**src/rtl/cmdreg_pkg.sv**
```systemverilog
`timescale 1ns/1ps
package cmdreg_pkg;

    // Path selection states
    typedef enum logic {
        PS_FLOW    = 1'b0,
        PS_LATCHED = 1'b1
    } path_state_e;

    // Transition labels
    typedef enum logic [1:0] {
        T_HOLD       = 2'd0,
        T_TO_FLOW    = 2'd1,
        T_TO_LATCHED = 2'd2
    } path_trans_e;

endpackage

```
**src/rtl/cmdreg_mode_fsm.sv**
```systemverilog
`timescale 1ns/1ps
module cmdreg_mode_fsm
    import cmdreg_pkg::*;
(
    input  logic clk,
    input  logic rst_n,
    input  logic mode_req_i,
    input  logic bus_idle_i,
    output logic latched_o
);

    path_state_e state_q;
    path_state_e state_d;
    path_trans_e trans;

    always_comb begin
        trans   = T_HOLD;
        state_d = state_q;
        unique case (state_q)
            PS_LATCHED: begin
                if (!mode_req_i && bus_idle_i) begin
                    trans   = T_TO_FLOW;
                    state_d = PS_FLOW;
                end
            end
            PS_FLOW: begin
                if (mode_req_i && bus_idle_i) begin
                    trans   = T_TO_LATCHED;
                    state_d = PS_LATCHED;
                end
            end
        endcase
    end

    always_ff @(posedge clk or negedge rst_n) begin
        if (!rst_n) state_q <= PS_LATCHED;
        else        state_q <= state_d;
    end

    always_comb begin
        latched_o = (state_q == PS_LATCHED);
    end

    // a state change is only allowed after an idle bus cycle
    a_r5_switch_on_idle: assert property (@(posedge clk) disable iff (!rst_n)
        ($past(rst_n) && (state_q != $past(state_q))) |-> $past(bus_idle_i));

    // the first cycle after reset is always latched
    a_r6_latched_after_reset: assert property (@(posedge clk) disable iff (!rst_n)
        !$past(rst_n) |-> (state_q == PS_LATCHED));

endmodule

```
**src/rtl/cmdreg_stage.sv**
```systemverilog
`timescale 1ns/1ps
module cmdreg_stage #(
    parameter int              W       = 8,
    parameter logic [W-1:0]    RST_VAL = '0
) (
    input  logic         clk,
    input  logic         rst_n,
    input  logic [W-1:0] d_i,
    output logic [W-1:0] q_o
);

    always_ff @(posedge clk or negedge rst_n) begin
        if (!rst_n) q_o <= RST_VAL;
        else        q_o <= d_i;
    end

    // the stage holds the inactive command right after reset
    a_r1_idle_after_reset: assert property (@(posedge clk) disable iff (!rst_n)
        !$past(rst_n) |-> (q_o == RST_VAL));

endmodule

```
**src/rtl/cmdreg_fanout.sv**
```systemverilog
`timescale 1ns/1ps
module cmdreg_fanout #(
    parameter int CS_W   = 4,
    parameter int GROUPS = 4
) (
    input  logic [CS_W-1:0]        cs_n_i,
    input  logic                   cke_i,
    output logic [GROUPS*CS_W-1:0] cs_n_o,
    output logic [GROUPS-1:0]      cke_o
);

    for (genvar g = 0; g < GROUPS; g++) begin : g_copy
        assign cs_n_o[g*CS_W +: CS_W] = cs_n_i;
        assign cke_o[g]               = cke_i;
    end

endmodule

```
**src/rtl/ctl_regbuf.sv**
```systemverilog
`timescale 1ns/1ps
module ctl_regbuf #(
    parameter int ADDR_W = 13,
    parameter int BANK_W = 2,
    parameter int CS_W   = 4,
    parameter int DQM_W  = 8,
    parameter int GROUPS = 4
) (
    input  logic                   clk,
    input  logic                   rst_n,
    input  logic                   mode_reg_i,
    input  logic [ADDR_W-1:0]      addr_i,
    input  logic [BANK_W-1:0]      bank_i,
    input  logic [CS_W-1:0]        cs_n_i,
    input  logic                   cke_i,
    input  logic                   ras_n_i,
    input  logic                   cas_n_i,
    input  logic                   we_n_i,
    input  logic [DQM_W-1:0]       dqm_i,
    output logic [ADDR_W-1:0]      addr_o,
    output logic [BANK_W-1:0]      bank_o,
    output logic [GROUPS*CS_W-1:0] cs_n_o,
    output logic [GROUPS-1:0]      cke_o,
    output logic                   ras_n_o,
    output logic                   cas_n_o,
    output logic                   we_n_o,
    output logic [DQM_W-1:0]       dqm_o,
    output logic                   lat_added_o
);

    localparam int LOW_W = BANK_W + ADDR_W + DQM_W;
    localparam int CMD_W = CS_W + 4 + LOW_W;
    localparam logic [CMD_W-1:0] IDLE_CMD =
        {{CS_W{1'b1}}, 1'b0, 3'b111, {LOW_W{1'b0}}};

    logic [CMD_W-1:0] cmd_in;
    logic [CMD_W-1:0] cmd_q;
    logic [CMD_W-1:0] cmd_sel;
    logic             latched;
    logic [CS_W-1:0]  cs_n_sel;
    logic             cke_sel;

    assign cmd_in = {cs_n_i, cke_i, ras_n_i, cas_n_i, we_n_i, bank_i, addr_i, dqm_i};

    cmdreg_mode_fsm u_fsm (
        .clk        (clk),
        .rst_n      (rst_n),
        .mode_req_i (mode_reg_i),
        .bus_idle_i (&cs_n_i),
        .latched_o  (latched)
    );

    cmdreg_stage #(
        .W       (CMD_W),
        .RST_VAL (IDLE_CMD)
    ) u_stage (
        .clk   (clk),
        .rst_n (rst_n),
        .d_i   (cmd_in),
        .q_o   (cmd_q)
    );

    always_comb begin
        cmd_sel = latched ? cmd_q : cmd_in;
    end

    assign {cs_n_sel, cke_sel, ras_n_o, cas_n_o, we_n_o, bank_o, addr_o, dqm_o} = cmd_sel;
    assign lat_added_o = latched;

    cmdreg_fanout #(
        .CS_W   (CS_W),
        .GROUPS (GROUPS)
    ) u_fanout (
        .cs_n_i (cs_n_sel),
        .cke_i  (cke_sel),
        .cs_n_o (cs_n_o),
        .cke_o  (cke_o)
    );

    // latched path delays address, strobes and masks by one edge
    a_r2_one_cycle: assert property (@(posedge clk) disable iff (!rst_n)
        ($past(rst_n) && lat_added_o) |->
            (addr_o == $past(addr_i) && ras_n_o == $past(ras_n_i) &&
             we_n_o == $past(we_n_i) && dqm_o == $past(dqm_i)));

    // flow path passes inputs in the same cycle
    a_r3_pass_through: assert property (@(posedge clk) disable iff (!rst_n)
        !lat_added_o |-> (addr_o == addr_i && cas_n_o == cas_n_i &&
                          cs_n_o[CS_W-1:0] == cs_n_i && dqm_o == dqm_i));

endmodule

```
**config.mk**
```make
export PLATFORM = sky130hd
export DESIGN_NAME = ctl_regbuf
export DESIGN_NICKNAME = d
export VERILOG_FILES = /design/src/rtl/cmdreg_pkg.sv /design/src/rtl/cmdreg_mode_fsm.sv /design/src/rtl/cmdreg_stage.sv /design/src/rtl/cmdreg_fanout.sv /design/src/rtl/ctl_regbuf.sv
export SDC_FILE = /design/constraint.sdc
export NUM_CORES = 1
export LEC_CHECK = 0
export BUFFER_PORTS_ARGS = -buffer_cell sky130_fd_sc_hd__buf_2
export CORE_MARGIN = 2
export CORE_UTILIZATION = 47
export CTS_CLUSTER_SIZE = 8
export DETAILED_ROUTE_END_ITERATION = 10
export MAX_ROUTING_LAYER = met4
export PLACE_DENSITY = 0.84
export SLEW_MARGIN = 20
export SYNTH_ARGS = -nofsm -noshare
export SYNTH_HDL_FRONTEND = slang
export SYNTH_SLANG_ARGS = --single-unit
```
**constraint.sdc**
```tcl
create_clock -name clk -period 4.5 [get_ports clk]
set_input_delay 1.35 -clock clk [delete_from_list [all_inputs] [get_ports clk]]
set_output_delay 1.35 -clock clk [all_outputs]
set_load 0.005 [all_outputs]
```
==> flow_summary.json, run 1 <==
{
  "status": "completed",
  "fin_total_pwr_uw": 686,
  "place_congestion": 0.617,
  "syn_area_um2": 1480,
  "cp_slowest_cell": "dfstp_2",
  "clockRootBuffer": "clkbuf_4",
  "rsz0062_at_grt": "no",
  "synth_top_flop_cell": "dfrtp_1",
  "arrival_ns": 2.09,
  "ys_types": 8,
  "grt_pass1_wl_um": 3860,
  "ctsLongestPathBuffers": 2,
  "diodes": 0,
  "fin_skew_ns": 0,
  "yosys-top-cells-area": "dfrtp_1 (41%), mux2_4 (29%), dfstp_2 (14%)",
  "maxSlewHeadroom_pct": 34.2,
  "cts_buffers": 5,
  "num_vias": 870,
  "fmax_mhz": 290,
  "antenna_found_initial": 0,
  "largest_reg_flops": 31,
  "ys.warnings.count": 0,
  "synth_top_area_cell": "dfrtp_1",
  "synth_top_area_share_pct": 40.6,
  "wl_um": 2640,
  "grt_overflow_total": 0,
  "track_usage_pct": 15.6,
  "avgSynthCellArea_um2": 17.4,
  "rows": 20,
  "synth_cells": 85,
  "leakagePower_nw": 0.950,
  "ys_ff_latch": 32,
  "synthTopCellsByCount": "mux2_4 (29), dfrtp_1 (24), buf_4 (16), dfstp_2 (8)",
  "cap_violations": 0,
  "period_share_pct": 76.5,
  "final-hold-violation-count": 0,
  "route.detailed.drc": 0,
  "worst_pin_slew_ns": 0.987,
  "wire_per_inst_um": 13.4,
  "path_cells": "mux2_2 > buf_2",
  "yosysMostFrequentCell": "mux2_4",
  "worstRegToRegCells": 1,
  "drtIter0Drc": 25,
  "drive_above_1_share_pct": 81.7,
  "largest-register": "u_stage.q_o",
  "drt.antenna.violating_nets": 0,
  "first_global_vias": 841,
  "irDropWorstVdd_v": 0.000217,
  "area.growth.synth_to_final_pct": 21.2,
  "postCtsHoldBufs": 0,
  "min_path_type": "input port to asynchronous set/reset pin",
  "synthArstFlopShare_pct": 100,
  "die-height_um": 60.1,
  "drv_slew": 0,
  "clk_pin_slew_worst_paths_ns": 0.09,
  "clkSinkCount": 32,
  "dr_wl_met2_um": 1490,
  "wl_met3_um": 109,
  "synth_edf_count": 0,
  "critPathLaunchType": "register",
  "critPathMaxFanout": 33,
  "drtPass1Iterations": 3,
  "coreArea_um2": 3030,
  "fp.dieW_um": 60.1,
  "synth_nets": 119,
  "portBuffers": 80,
  "clkLatencyLatePin_ns": 0.31,
  "cpPeakStageDelay_ns": 1.20,
  "grt_max_degree": 34,
  "cts_setup_buffers": 0,
  "period_needed_ns": 3.44,
  "critPathRequiredTime_ns": 3.15,
  "ys_seq_area_share_pct": 54.9,
  "boundaryPins": 81,
  "top_layer": "met4",
  "critical_path_class": "register to output port",
  "initial_core_util_pct": 48.8,
  "pwr_density_cell_nw_per_um2": 383,
  "fin_hold_ws_ns": 1.06,
  "setup_tns_ns": 0,
  "htree_levels": 2,
  "end_kind": "output port",
  "drt-vias-per-instance": 4.42,
  "cts_tree": "done",
  "largestRegisters": "u_stage.q_o x31",
  "final-setup-viol-count": 0,
  "fin_nets": 186,
  "dieArea_um2": 3610,
  "met1_length_um": 965,
  "post_cts_resize_count": 0
}
final timing paths:
check                           slack, ns               to  startpoint
worst max-delay path                 1.06        cs_n_o[0]    register
worst min-delay path                 1.06  u_stage.q_o[21]       rst_n
worst max register to register       2.95         register    register
worst min register to register       1.09         register    register
max in group asynchronous            3.00   u_stage.q_o[6]       rst_n
min in group clk                     1.09         register    register
metal layers:
metal | up-vias | track usage [%]
met5 | - | -
met4 | 0 | 10.5
met3 | 6 | 2.60
met2 | 37 | 26.2
met1 | 423 | 16.6
li1 | 404 | -
cell usage in the layout, fill, tap and decap left out, drive strengths merged:
cell,instances
clkbuf,8
dfstp,8
dfrtp,24
mux2,32
nand4,1
buf,80
layout make-up:
| class | count | area (µm²) |
|---|---|---|
| Multi-Input combinational cell | 33 | 475 |
| Sequential cell | 32 | 811 |
| Clock buffer | 8 | 48.8 |
| Fill cell | 253 | 1240 |
| Tap cell | 44 | 55.1 |
| Timing Repair Buffer | 80 | 400 |
per-stage QoR:
| stage | std cells | util (%) | worst slack, ns | instance area, µm² |
|---|---|---|---|---|
| after floorplan | 85 | - | 1.38 | 1480 |
| after detailed placement | 189 | 57.5 | 1.26 | 1740 |
| final | 197 | 59.1 | 1.06 | 1790 |
| after global placement | 189 | 57.5 | 1.27 | 1740 |
| after CTS | 197 | 59.1 | 1.01 | 1790 |
| after global routing | 197 | 59.1 | 0.938 | 1790 |
cells by family after synthesis:
group	Yosys count	synth area share [%]
and+or+nand+nor	1	0.424
DFF	32	54.9
buffers and inverters	20	13.0
muxes	32	31.8
worst max-delay path, delay by kind of cell, from the launching register on:
kind / cells / cell delay [ns]
mux: 1 / 0.45
flops: 1 / 1.20
buf+inv: 1 / 0.14
power breakdown:
part           total (mW)  switching (mW)  leakage (nW)  internal [mW]
registers           0.344          0.0362         0.364          0.308
logic               0.196          0.0601         0.560          0.136
clock network       0.146          0.0834        0.0265         0.0622
total               0.686           0.180         0.950          0.506
Note: power is estimated with default switching activity, not from simulation.
==> inputs of run 2 (changes only) <==
Settings changed: CORE_UTILIZATION 47 to 39, PLACE_DENSITY 0.84 to 0.74.
Clock period 4.5 ns to 2.8 ns, I/O delays scaled along.
==> run 2 against run 1 <==
  * Wire length decreased by 6.2%
  * Critical path depth increased by 1
  * Clock power increased by 120%
  * Sequential cell count unchanged
  * Cell count increased by 3.0%
  * Sequential share of layout area decreased by 1.3 points
  * Register-to-register slack got worse by 1.1 ns
  * Worst hold slack got worse by 0.46 ns
  * Largest power group unchanged
  * Highest routed layer unchanged
==> flow_summary.json, run 2 (same netlist as run 1, synthesis figures left out) <==
{
  "drt-vias-per-instance": 4.29,
  "wl_um": 2470,
  "fin_hold_ws_ns": 0.601,
  "fp.dieW_um": 65.6,
  "irDropWorstVdd_v": 0.000367,
  "arrival_ns": 1.68,
  "clk_pin_slew_worst_paths_ns": 0.06,
  "setup_tns_ns": 0,
  "place_ws_ns": 0.551,
  "pwr_density_cell_nw_per_um2": 646,
  "drive_above_1_share_pct": 82.6,
  "post_cts_resize_count": 0,
  "grt_pass1_wl_um": 3800,
  "rsz0062_at_grt": "no",
  "fin_nets": 188,
  "cp_slowest_cell": "dfstp_2",
  "cts_tree": "done",
  "period_share_pct": 90.2,
  "drtIter0Drc": 13,
  "track_usage_pct": 12.3,
  "grt_max_degree": 33,
  "cts_buffers": 5,
  "final-hold-violation-count": 0,
  "maxSlewHeadroom_pct": 55.2,
  "antenna_found_initial": 0,
  "area.growth.synth_to_final_pct": 24.7,
  "final_cell_mix": "buf_2 (80), mux2_4 (29), dfrtp_1 (24)",
  "coreArea_um2": 3660,
  "worst_pin_slew_ns": 0.672,
  "dp_hpwl_um": 1880,
  "end_kind": "output port",
  "drt.antenna.violating_nets": 0,
  "fin_skew_ns": 0,
  "critical_path_class": "register to output port",
  "top_layer": "met4",
  "clockRootBuffer": "clkbuf_8",
  "critPathLaunchType": "register",
  "dieArea_um2": 4300,
  "period_needed_ns": 2.52,
  "met1_length_um": 982,
  "portBuffers": 80,
  "num_vias": 870,
  "postCtsHoldBufs": 0,
  "ctsLongestPathBuffers": 2,
  "route.detailed.drc": 0,
  "largest-register": "u_stage.q_o",
  "grt_overflow_total": 0,
  "rows": 22,
  "first_global_vias": 857,
  "boundaryPins": 81,
  "layout_commonest_cell": "buf_2",
  "min_path_type": "input port to asynchronous set/reset pin",
  "largestRegisters": "u_stage.q_o x31",
  "cts_setup_buffers": 0,
  "final_util_pct": 50.3,
  "fmax_mhz": 396,
  "wire_per_inst_um": 12.2,
  "leakagePower_nw": 0.976,
  "clkSinkCount": 32,
  "status": "completed",
  "diodes": 0,
  "die-height_um": 65.6,
  "layout_setup_ws_ns": 0.275,
  "clkLatencyLatePin_ns": 0.27,
  "final-setup-viol-count": 0,
  "cpPeakStageDelay_ns": 0.53,
  "drv_slew": 0,
  "cap_violations": 0,
  "largest_reg_flops": 31,
  "dr_wl_met2_um": 1230,
  "htree_levels": 2,
  "place_congestion": 0.659,
  "critPathRequiredTime_ns": 1.96,
  "wl_met3_um": 226,
  "critPathMaxFanout": 21,
  "initial_core_util_pct": 40.4,
  "path_cells": "buf_4 > mux2_2 > buf_2",
  "drtPass1Iterations": 2
}
[run 2: cell types whose count changed in the layout (fill, tap and decap cells not counted)]
cell	before	now
buf_4	0	2
clkbuf_1	3	2
clkbuf_4	5	0
clkbuf_8	0	5
clkinv_2	0	1
[run 2: layout make-up]
type / instances / area, µm²
Tap cell: 48 / 60.1
Sequential cell: 32 / 811
Clock inverter: 1 / 5.00
Fill cell: 314 / 1820
Timing Repair Buffer: 82 / 415
Clock buffer: 7 / 76.3
Multi-Input combinational cell: 33 / 475
[run 2: worst paths after layout]
kind / start / endpoint / slack, ns / cells past startpoint
setup / recovery: register / cs_n_o[4] / 0.28 / 3
hold / removal: rst_n / u_stage.q_o[19] / 0.60 / 1
setup reg to reg: register / register / 1.82 / 2
hold reg to reg: register / register / 0.83 / 2
max in group asynchronous: rst_n / u_stage.q_o[12] / 1.76 / 1
min in group clk: cas_n_i / u_stage.q_o[24] / 0.67 / 1
[run 2: metal layers]
| layer | track usage (%) | up-vias |
|---|---|---|
| met3 | 3.94 | 6 |
| met5 | - | - |
| li1 | - | 407 |
| met1 | 12.9 | 409 |
| met2 | 20.8 | 48 |
| met4 | 6.25 | 0 |
[run 2: worst max-delay path, delay by kind of cell, from the launching register on]
family                 cells  cell delay [ns]
DFF                        1             0.53
buffers and inverters      2             0.47
muxes                      1             0.41
[run 2: metrics by stage]
stage,cells,total power [mW],instance area [µm²]
detailed placement,195,0.882,1760
global route,203,1.25,1840
finish,203,1.19,1840
global placement,195,0.874,1760
floorplan,85,0.819,1480
CTS,203,1.21,1840
[run 2: power by group]
group / internal [mW] / switching (mW) / leakage, nW
logic: 0.220 / 0.145 / 0.570
registers: 0.495 / 0.00824 / 0.364
clock network: 0.174 / 0.148 / 0.0422
